<file path="config.mk">
export PLATFORM = sky130hd
export DESIGN_NAME = dsp_serial_tx
export DESIGN_NICKNAME = d
export VERILOG_FILES = /design/src/rtl/dsp_serial_tx_pkg.sv /design/src/rtl/dsp_tx_edge.sv /design/src/rtl/dsp_tx_hold.sv /design/src/rtl/dsp_tx_frame.sv /design/src/rtl/dsp_serial_tx.sv
export SDC_FILE = /design/constraint.sdc
export NUM_CORES = 1
export LEC_CHECK = 0
export ABC_AREA = 0
export CAP_MARGIN = 20
export CELL_PAD_IN_SITES_DETAIL_PLACEMENT = 1
export CELL_PAD_IN_SITES_GLOBAL_PLACEMENT = 1
export CORE_MARGIN = 2
export CORE_UTILIZATION = 50
export DETAILED_ROUTE_END_ITERATION = 7
export DONT_BUFFER_PORTS = 1
export MAX_ROUTING_LAYER = met4
export PLACE_DENSITY_LB_ADDON = 0.1
export SLEW_MARGIN = 10
export SYNTH_ARGS = -nofsm -noshare
export SYNTH_HDL_FRONTEND = slang
export SYNTH_SLANG_ARGS = --single-unit
</file>
<file path="constraint.sdc">
create_clock -name clk -period 3.5 [get_ports clk]
set_input_delay 0.525 -clock clk [delete_from_list [all_inputs] [get_ports clk]]
set_output_delay 0.525 -clock clk [all_outputs]
set_load 0.05 [all_outputs]
</file>
<file path="src/rtl/dsp_serial_tx_pkg.sv">
package dsp_serial_tx_pkg;

  localparam int unsigned LEN_W = 6;
  localparam int unsigned CNT_W = 7;

  typedef enum logic [1:0] {
    ST_IDLE  = 2'd0,
    ST_DELAY = 2'd1,
    ST_SHIFT = 2'd2
  } tx_state_e;

  typedef struct packed {
    logic             dual;
    logic [CNT_W-1:0] cnt2;
    logic [LEN_W-1:0] len2;
    logic             ignore;
    logic             delay1;
    logic [CNT_W-1:0] cnt1;
    logic [LEN_W-1:0] len1;
  } frame_cfg_t;

  function automatic logic [LEN_W-1:0] code_to_len(input logic [2:0] code);
    logic [LEN_W-1:0] l;
    case (code)
      3'd0:    l = LEN_W'(8);
      3'd1:    l = LEN_W'(12);
      3'd2:    l = LEN_W'(16);
      3'd3:    l = LEN_W'(20);
      3'd4:    l = LEN_W'(24);
      default: l = LEN_W'(32);
    endcase
    return l;
  endfunction

  function automatic frame_cfg_t decode_cfg(input logic [31:0] w);
    frame_cfg_t c;
    c.len1   = code_to_len(w[7:5]);
    c.cnt1   = w[14:8];
    c.delay1 = |w[17:16];
    c.ignore = w[18];
    c.len2   = code_to_len(w[23:21]);
    c.cnt2   = w[30:24];
    c.dual   = w[31];
    return c;
  endfunction

endpackage

</file>
<file path="src/rtl/dsp_tx_edge.sv">
module dsp_tx_edge #(
  parameter int unsigned SYNC_STAGES = 2
) (
  input  logic clk,
  input  logic rst_n,
  input  logic bclk_in,
  input  logic fs_in,
  input  logic clk_pol,
  input  logic fs_pol,
  output logic launch_o,
  output logic sample_o,
  output logic fs_act_o
);

  logic [SYNC_STAGES-1:0] bclk_sr;
  logic [SYNC_STAGES-1:0] fs_sr;
  logic                   bclk_prev_q;
  logic                   bclk_s;
  logic                   rise;
  logic                   fall;

  for (genvar g = 0; g < SYNC_STAGES; g++) begin : g_stage
    if (g == 0) begin : g_first
      always_ff @(posedge clk or negedge rst_n) begin
        if (!rst_n) begin
          bclk_sr[0] <= 1'b0;
          fs_sr[0]   <= 1'b0;
        end else begin
          bclk_sr[0] <= bclk_in;
          fs_sr[0]   <= fs_in;
        end
      end
    end else begin : g_rest
      always_ff @(posedge clk or negedge rst_n) begin
        if (!rst_n) begin
          bclk_sr[g] <= 1'b0;
          fs_sr[g]   <= 1'b0;
        end else begin
          bclk_sr[g] <= bclk_sr[g-1];
          fs_sr[g]   <= fs_sr[g-1];
        end
      end
    end
  end

  assign bclk_s = bclk_sr[SYNC_STAGES-1];

  always_ff @(posedge clk or negedge rst_n) begin
    if (!rst_n) bclk_prev_q <= 1'b0;
    else        bclk_prev_q <= bclk_s;
  end

  assign rise     = bclk_s & ~bclk_prev_q;
  assign fall     = ~bclk_s & bclk_prev_q;
  assign launch_o = clk_pol ? fall : rise;
  assign sample_o = clk_pol ? rise : fall;
  assign fs_act_o = fs_sr[SYNC_STAGES-1] ^ fs_pol;

endmodule

</file>
<file path="src/rtl/dsp_tx_hold.sv">
module dsp_tx_hold #(
  parameter int unsigned DATA_W = 32
) (
  input  logic              clk,
  input  logic              rst_n,
  input  logic              en,
  input  logic              wr_en,
  input  logic [DATA_W-1:0] wr_data,
  input  logic              take,
  output logic              full_o,
  output logic [DATA_W-1:0] data_o,
  output logic              req_o
);

  logic              full_q, full_n;
  logic [DATA_W-1:0] data_q, data_n;
  logic              accept;

  assign req_o  = en & ~full_q;
  assign accept = wr_en & req_o;

  always_comb begin
    full_n = full_q;
    data_n = data_q;
    if (accept) begin
      full_n = 1'b1;
      data_n = wr_data;
    end else if (take) begin
      full_n = 1'b0;
    end
    if (!en) full_n = 1'b0;
  end

  always_ff @(posedge clk or negedge rst_n) begin
    if (!rst_n) begin
      full_q <= 1'b0;
      data_q <= '0;
    end else begin
      full_q <= full_n;
      if (accept) data_q <= data_n;
    end
  end

  assign full_o = full_q;
  assign data_o = data_q;


  take_needs_word_chk: assert property (@(posedge clk) disable iff (!rst_n)
    take |-> full_q);


  write_fills_chk: assert property (@(posedge clk) disable iff (!rst_n)
    (wr_en && req_o) |=> full_q);


  off_empties_chk: assert property (@(posedge clk) disable iff (!rst_n)
    !en |=> !full_q);

endmodule

</file>
<file path="src/rtl/dsp_tx_frame.sv">
module dsp_tx_frame
  import dsp_serial_tx_pkg::*;
#(
  parameter int unsigned DATA_W = 32
) (
  input  logic              clk,
  input  logic              rst_n,
  input  logic              en,
  input  logic              launch,
  input  logic              sample,
  input  logic              fs_act,
  input  frame_cfg_t        cfg,
  input  logic              hold_full,
  input  logic [DATA_W-1:0] hold_data,
  output logic              take,
  output logic              sdata,
  output logic              underrun,
  output logic              sync_err
);

  localparam int unsigned IDX_W = $clog2(DATA_W);

  function automatic logic [LEN_W-1:0] fit_len(input logic [LEN_W-1:0] l);
    if (int'(l) > int'(DATA_W)) return LEN_W'(DATA_W);
    return l;
  endfunction

  tx_state_e         state_q, state_n;
  logic              phase_q, phase_n;
  logic [CNT_W-1:0]  wcnt_q, wcnt_n;
  logic [IDX_W-1:0]  bidx_q, bidx_n;
  logic [DATA_W-1:0] word_q, word_n;
  logic              sdata_q, sdata_n;
  logic              pend_q, pend_n;
  logic              fsprev_q, fsprev_n;
  logic              urun_q, urun_n;
  logic              serr_q, serr_n;

  logic [LEN_W-1:0]  len1_e, len2_e, cur_len, load_len;
  logic [IDX_W-1:0]  ld_idx;
  logic              load;
  logic              fs_edge;
  logic              last_bit;

  assign len1_e   = fit_len(cfg.len1);
  assign len2_e   = fit_len(cfg.len2);
  assign cur_len  = phase_q ? len2_e : len1_e;
  assign fs_edge  = sample & fs_act & ~fsprev_q;
  assign last_bit = (state_q == ST_SHIFT) && (bidx_q == '0) && (wcnt_q == '0)
                    && (phase_q || !cfg.dual);

  always_comb begin
    state_n  = state_q;
    phase_n  = phase_q;
    wcnt_n   = wcnt_q;
    bidx_n   = bidx_q;
    word_n   = word_q;
    sdata_n  = sdata_q;
    pend_n   = pend_q;
    fsprev_n = fsprev_q;
    urun_n   = urun_q;
    serr_n   = serr_q;
    take     = 1'b0;
    load     = 1'b0;
    load_len = len1_e;

    if (sample) begin
      fsprev_n = fs_act;
      if (fs_edge) begin
        if (state_q == ST_IDLE || last_bit) begin
          pend_n = 1'b1;
        end else if (!cfg.ignore) begin
          pend_n = 1'b1;
          serr_n = 1'b1;
        end
      end
    end

    if (launch) begin
      if (pend_q) begin
        pend_n  = 1'b0;
        phase_n = 1'b0;
        wcnt_n  = cfg.cnt1;
        if (cfg.delay1) begin
          state_n = ST_DELAY;
          sdata_n = 1'b0;
        end else begin
          state_n = ST_SHIFT;
          load    = 1'b1;
        end
      end else begin
        case (state_q)
          ST_DELAY: begin
            state_n = ST_SHIFT;
            load    = 1'b1;
          end
          ST_SHIFT: begin
            if (bidx_q != '0) begin
              bidx_n  = IDX_W'(bidx_q - 1'b1);
              sdata_n = word_q[IDX_W'(bidx_q - 1'b1)];
            end else if (wcnt_q != '0) begin
              wcnt_n   = CNT_W'(wcnt_q - 1'b1);
              load     = 1'b1;
              load_len = cur_len;
            end else if (!phase_q && cfg.dual) begin
              phase_n  = 1'b1;
              wcnt_n   = cfg.cnt2;
              load     = 1'b1;
              load_len = len2_e;
            end else begin
              state_n = ST_IDLE;
              sdata_n = 1'b0;
            end
          end
          default: ;
        endcase
      end
    end

    ld_idx = IDX_W'(load_len - 1'b1);
    if (load) begin
      take    = hold_full;
      word_n  = hold_full ? hold_data : word_q;
      urun_n  = urun_q | ~hold_full;
      bidx_n  = ld_idx;
      sdata_n = word_n[ld_idx];
    end

    if (!en) begin
      state_n  = ST_IDLE;
      phase_n  = 1'b0;
      wcnt_n   = '0;
      bidx_n   = '0;
      word_n   = '0;
      sdata_n  = 1'b0;
      pend_n   = 1'b0;
      fsprev_n = 1'b0;
      urun_n   = 1'b0;
      serr_n   = 1'b0;
      take     = 1'b0;
    end
  end

  always_ff @(posedge clk or negedge rst_n) begin
    if (!rst_n) begin
      state_q  <= ST_IDLE;
      phase_q  <= 1'b0;
      wcnt_q   <= '0;
      bidx_q   <= '0;
      word_q   <= '0;
      sdata_q  <= 1'b0;
      pend_q   <= 1'b0;
      fsprev_q <= 1'b0;
      urun_q   <= 1'b0;
      serr_q   <= 1'b0;
    end else begin
      state_q  <= state_n;
      phase_q  <= phase_n;
      wcnt_q   <= wcnt_n;
      bidx_q   <= bidx_n;
      word_q   <= word_n;
      sdata_q  <= sdata_n;
      pend_q   <= pend_n;
      fsprev_q <= fsprev_n;
      urun_q   <= urun_n;
      serr_q   <= serr_n;
    end
  end

  assign sdata    = sdata_q;
  assign underrun = urun_q;
  assign sync_err = serr_q;


  line_low_when_off_chk: assert property (@(posedge clk) disable iff (!rst_n)
    !en |=> !sdata_q);


  bit_index_range_chk: assert property (@(posedge clk) disable iff (!rst_n)
    (state_q == ST_SHIFT) |-> (int'(bidx_q) < int'(cur_len)));


  take_at_launch_chk: assert property (@(posedge clk) disable iff (!rst_n)
    take |-> launch);


  underrun_sticky_chk: assert property (@(posedge clk) disable iff (!rst_n)
    (en && urun_q) |=> urun_q);


  sync_err_sticky_chk: assert property (@(posedge clk) disable iff (!rst_n)
    (en && serr_q) |=> serr_q);


  ignore_keeps_clear_chk: assert property (@(posedge clk) disable iff (!rst_n)
    (en && cfg.ignore && !serr_q) |=> !serr_q);

endmodule

</file>
<file path="src/rtl/dsp_serial_tx.sv">
module dsp_serial_tx
  import dsp_serial_tx_pkg::*;
#(
  parameter int unsigned DATA_W      = 32,
  parameter int unsigned SYNC_STAGES = 2
) (
  input  logic              clk,
  input  logic              rst_n,
  input  logic              tx_en,
  input  logic [31:0]       cfg_frame,
  input  logic              cfg_clk_pol,
  input  logic              cfg_fs_pol,
  input  logic              bclk,
  input  logic              fsync,
  input  logic              wr_en,
  input  logic [DATA_W-1:0] wr_data,
  output logic              tx_req,
  output logic              sdata,
  output logic              underrun,
  output logic              sync_err
);

  logic [1:0]        rst_sr;
  logic              rst_s_n;
  logic              launch, sample, fs_act;
  logic              hold_full, take;
  logic [DATA_W-1:0] hold_data;
  frame_cfg_t        cfg;

  always_ff @(posedge clk or negedge rst_n) begin
    if (!rst_n) rst_sr <= 2'b00;
    else        rst_sr <= {rst_sr[0], 1'b1};
  end
  assign rst_s_n = rst_sr[1];

  assign cfg = decode_cfg(cfg_frame);

  dsp_tx_edge #(.SYNC_STAGES(SYNC_STAGES)) u_edge (
    .clk      (clk),
    .rst_n    (rst_s_n),
    .bclk_in  (bclk),
    .fs_in    (fsync),
    .clk_pol  (cfg_clk_pol),
    .fs_pol   (cfg_fs_pol),
    .launch_o (launch),
    .sample_o (sample),
    .fs_act_o (fs_act)
  );

  dsp_tx_hold #(.DATA_W(DATA_W)) u_hold (
    .clk     (clk),
    .rst_n   (rst_s_n),
    .en      (tx_en),
    .wr_en   (wr_en),
    .wr_data (wr_data),
    .take    (take),
    .full_o  (hold_full),
    .data_o  (hold_data),
    .req_o   (tx_req)
  );

  dsp_tx_frame #(.DATA_W(DATA_W)) u_frame (
    .clk       (clk),
    .rst_n     (rst_s_n),
    .en        (tx_en),
    .launch    (launch),
    .sample    (sample),
    .fs_act    (fs_act),
    .cfg       (cfg),
    .hold_full (hold_full),
    .hold_data (hold_data),
    .take      (take),
    .sdata     (sdata),
    .underrun  (underrun),
    .sync_err  (sync_err)
  );

endmodule

</file>
==> summary.md <==
| Metric | Value |
|---|---|
| Run status | `finished, final reports clean` |
| WL final | `11000 um` |
| Slew at the pin closest to its max-slew limit | `a little under 0.9 ns` |
| Row count | `35` |
| RSZ-0062 raised after global routing | `no` |
| Die Wd | `around 100 um` |
| Ys Warns | `0` |
| First DRT Iteration DRCs | `roughly 110` |
| Total global-route track usage | `23.7%` |
| Global route overflow | `0` |
| Syn avg cell area | `around 11 um2` |
| M2 GR Usage | `38.7%` |
| Drt pass-1 iters | `4` |
| Number of synthesized flops with an enable pin | `0` |
| Total power | `2.93 mW` |
| WP data required | `3.76 ns` |
| Area delta synth->final | `8.67%` |
| Clk Latency, worst-skew pair | `~0.35 ns` |
| I/O Buffers | `0` |
| Pin count of the biggest net entering global routing | `41` |
| Die Y | `around 100 um` |
| Hpwl dp | `about 8000 um` |
| Dpl cells | `548` |
| Minimum clock period | `3.34 ns` |
| Peak supply drop | `0.276 mV` |
| Commonest non-fill, non-tap cell in the layout | `dfrtp_1` |
| Main synth FF type | `dfrtp_1` |
| Core Region | `approximately 0.009 mm2` |
| Worst-path maximum fanout | `4` |
| Synthesized flop and latch total | `92` |
| Synth unique cells | `between 50 and 60` |
| First-pass GRT wire length | `between 15000 and 20000 um` |
| Synthesized area | `between 0.004 and 0.005 mm2` |
| Setup slack, reg-to-reg | `roughly 0.16 ns` |
| Max-cap check violation count | `0` |
| Met1 usage | `a little under a third` |
| # diodes | `0` |
| H-tree depth reported by CTS | `3` |
| Residual DRC | `0` |
| Net Count, Synth | `between 500 and 600` |
| FMAX | `~300 MHz` |
| Worst setup SP type | `register` |
| GR Util met3 | `under 10%` |
| Worst-case clock buffer depth | `2` |
| Initial core utilization | `just over 50%` |
| Via count | `approximately 3400` |
| Setup TNS | `0 ns` |
| Final Max Tran Viols | `0` |
| Clock Skew | `about 0.011 ns` |
| Final Setup Violations | `0` |
| Ratio of cells with drive above 1 in the final layout | `19.4%` |
| Final Hold Violating Endpoints | `0` |
| Yosys top cell area share | `about half` |
| CP endpoint kind | `register` |
| P per Cell Area | `~570 mW/mm2` |
| Register area share after synthesis | `48.6%` |
| Die Area | `0.0103 mm2` |
| Gpl congestion | `a little under 0.9` |
| Worst-path clk slew | `~0.09 ns` |
| Setup CP Type | `reg2reg` |
| CTS tree | `yes` |
| # clock sinks | `92` |
| Root Driver | `clkbuf_8` |
| Nets | `528` |
| I/O pin total | `76` |
| Fraction of registers with async set or reset after synthesis | `100%` |
| Top post-synthesis cells by area | `dfrtp_1 49%, mux2_2 8.1%, nand2_1 5.5%` |
| CP arrival | `roughly 3.6 ns` |
| Fin Hold WS | `0.193 ns` |
| Synth Instances | `449` |
| Busiest layer in global routing | `met2` |
| Vias per cell | `roughly 6` |
| Period utilisation layout | `between 90 and 100%` |
| Leading cell types in the layout, fill and taps excluded | `91 x dfrtp_1, 69 x nand2_1, 44 x a21oi_1, 34 x mux2_2, 23 x nor2_1` |
| Wire per inst | `between 15 and 20 um` |
| Fin cells | `approximately 560` |
| Area leader, netlist | `dfrtp_1` |
| TritonCTS buffer count | `9` |
| Routed Antenna Nets | `0` |
| Hold crit path type | `in2reg` |
| Worst relative slew slack | `between 40% and 50%` |
| Initial antenna violation count | `0` |
| Cell leakage power | `approximately 2.1 nW` |
| Vias in the first global route | `3600` |
==> synth_stat cells, types with 3 or more instances <==
cell / instances
a211oi_1: 9
a21oi_1: 44
a31o_1: 3
and2_1: 3
buf_1: 4
buf_2: 6
clkbuf_1: 12
dfrtp_1: 92
ha_1: 7
inv_1: 16
mux2_2: 34
mux2i_1: 15
mux4_2: 8
nand2_1: 69
nand2b_1: 5
nand3_1: 6
nor2_1: 23
nor2b_1: 8
nor3_1: 9
nor3b_1: 4
nor4_1: 3
o211ai_1: 3
o21ai_0: 6
o21ai_1: 13
or2_2: 3
xnor2_1: 5
==> state kept, by name, indices dropped and copies added (netlist names) <==
signal and cells:
u_frame.underrun 1, u_frame.phase_q 1, u_frame.fsprev_q 1, u_frame.wcnt_q 7, u_frame.state_q 2, u_frame.bidx_q 5, u_hold.data_o 32, rst_sr 2
u_edge.fs_sr 2, u_edge.bclk_prev_q 1, u_frame.word_q 32, u_hold.full_o 1, u_edge.bclk_s 1, u_frame.sdata 1, u_frame.sync_err 1, u_frame.pend_q 1
u_edge.bclk_sr 1
==> through the flow <==
step                utilization, %  setup WS [ns]  area [um2]
finish                        56.0          0.158        5150
global route                  56.0         0.0475        5150
CTS                           55.7         0.0247        5130
detailed placement            53.0         0.0565        4870
global placement              53.0          0.153        4870
floorplan                        -          0.294        4740
==> logic make-up (layout without fill, tap and decap cells) <==
group	Yosys count	after routing	share of synthesized area, %
adders and majority gates	7	7	1.85
buffers and inverters	39	43	3.28
other	1	1	0.0792
xor gates and xnor gates	7	7	1.29
AOI/OAI and AO/OA	99	99	13.2
and+or+nand+nor	145	145	15.5
DFF	92	92	48.6
muxes	59	59	16.2
==> layer usage <==
layer	vias up	routed length, um
met5	-	0
met1	1725	5010
met3	14	365
met4	0	163
met2	55	5500
li1	1586	-
==> layout make-up <==
cell class | count | area [um2]
repair buffers | 12 | 92.6
clock inverters | 5 | 108
multi-input cells | 318 | 2300
fillers | 999 | 4050
inverters | 16 | 60.1
well taps | 111 | 139
flip-flops and latches | 92 | 2310
clock buffers | 10 | 138
==> where the power goes <==
part           leakage, nW  switching (mW)  internal [mW]
logic                0.806           0.406          0.347
clock network        0.123           0.373          0.494
registers             1.19           0.124           1.19
==> worst paths after layout <==
path,start,endpoint,cells past startpoint
setup / recovery,u_frame.wcnt_q[0]$_DFFE_PN0P_,u_frame.sdata$_DFFE_PN0P_,10
hold / removal,fsync,u_edge.fs_sr[0]$_DFF_PN0_,0
setup reg to reg,u_frame.wcnt_q[0]$_DFFE_PN0P_,u_frame.sdata$_DFFE_PN0P_,10
hold reg to reg,rst_sr[1]$_DFF_PN0_,u_edge.fs_sr[1]$_DFF_PN0_,0
max in group asynchronous,rst_sr[1]$_DFF_PN0_,u_frame.underrun$_DFFE_PN0P_,1
min in group asynchronous,rst_sr[1]$_DFF_PN0_,u_edge.fs_sr[1]$_DFF_PN0_,0
==> critical path, cell delays in order (launching register included) <==
cell and delay, ns:
dfrtp_1 0.40, inv_1 0.08, ha_1 0.19, or3b_4 0.42
or4b_4 0.53, a311oi_4 0.30, or2_4 0.19, inv_1 0.06
ha_4 0.28, mux4_2 0.52, a221oi_2 0.27
==> timing repair <==
| action | in CTS | in global routing |
|---|---|---|
| setup endpoints to repair | 0 | 1 |
| hold buffers | 1 | 0 |
| resized for setup | 0 | 3 |
| buffers inserted | 0 | 0 |
| endpoints found under the hold margin | 2 | 0 |
No activity file was read; power rests on OpenSTA's default activity.
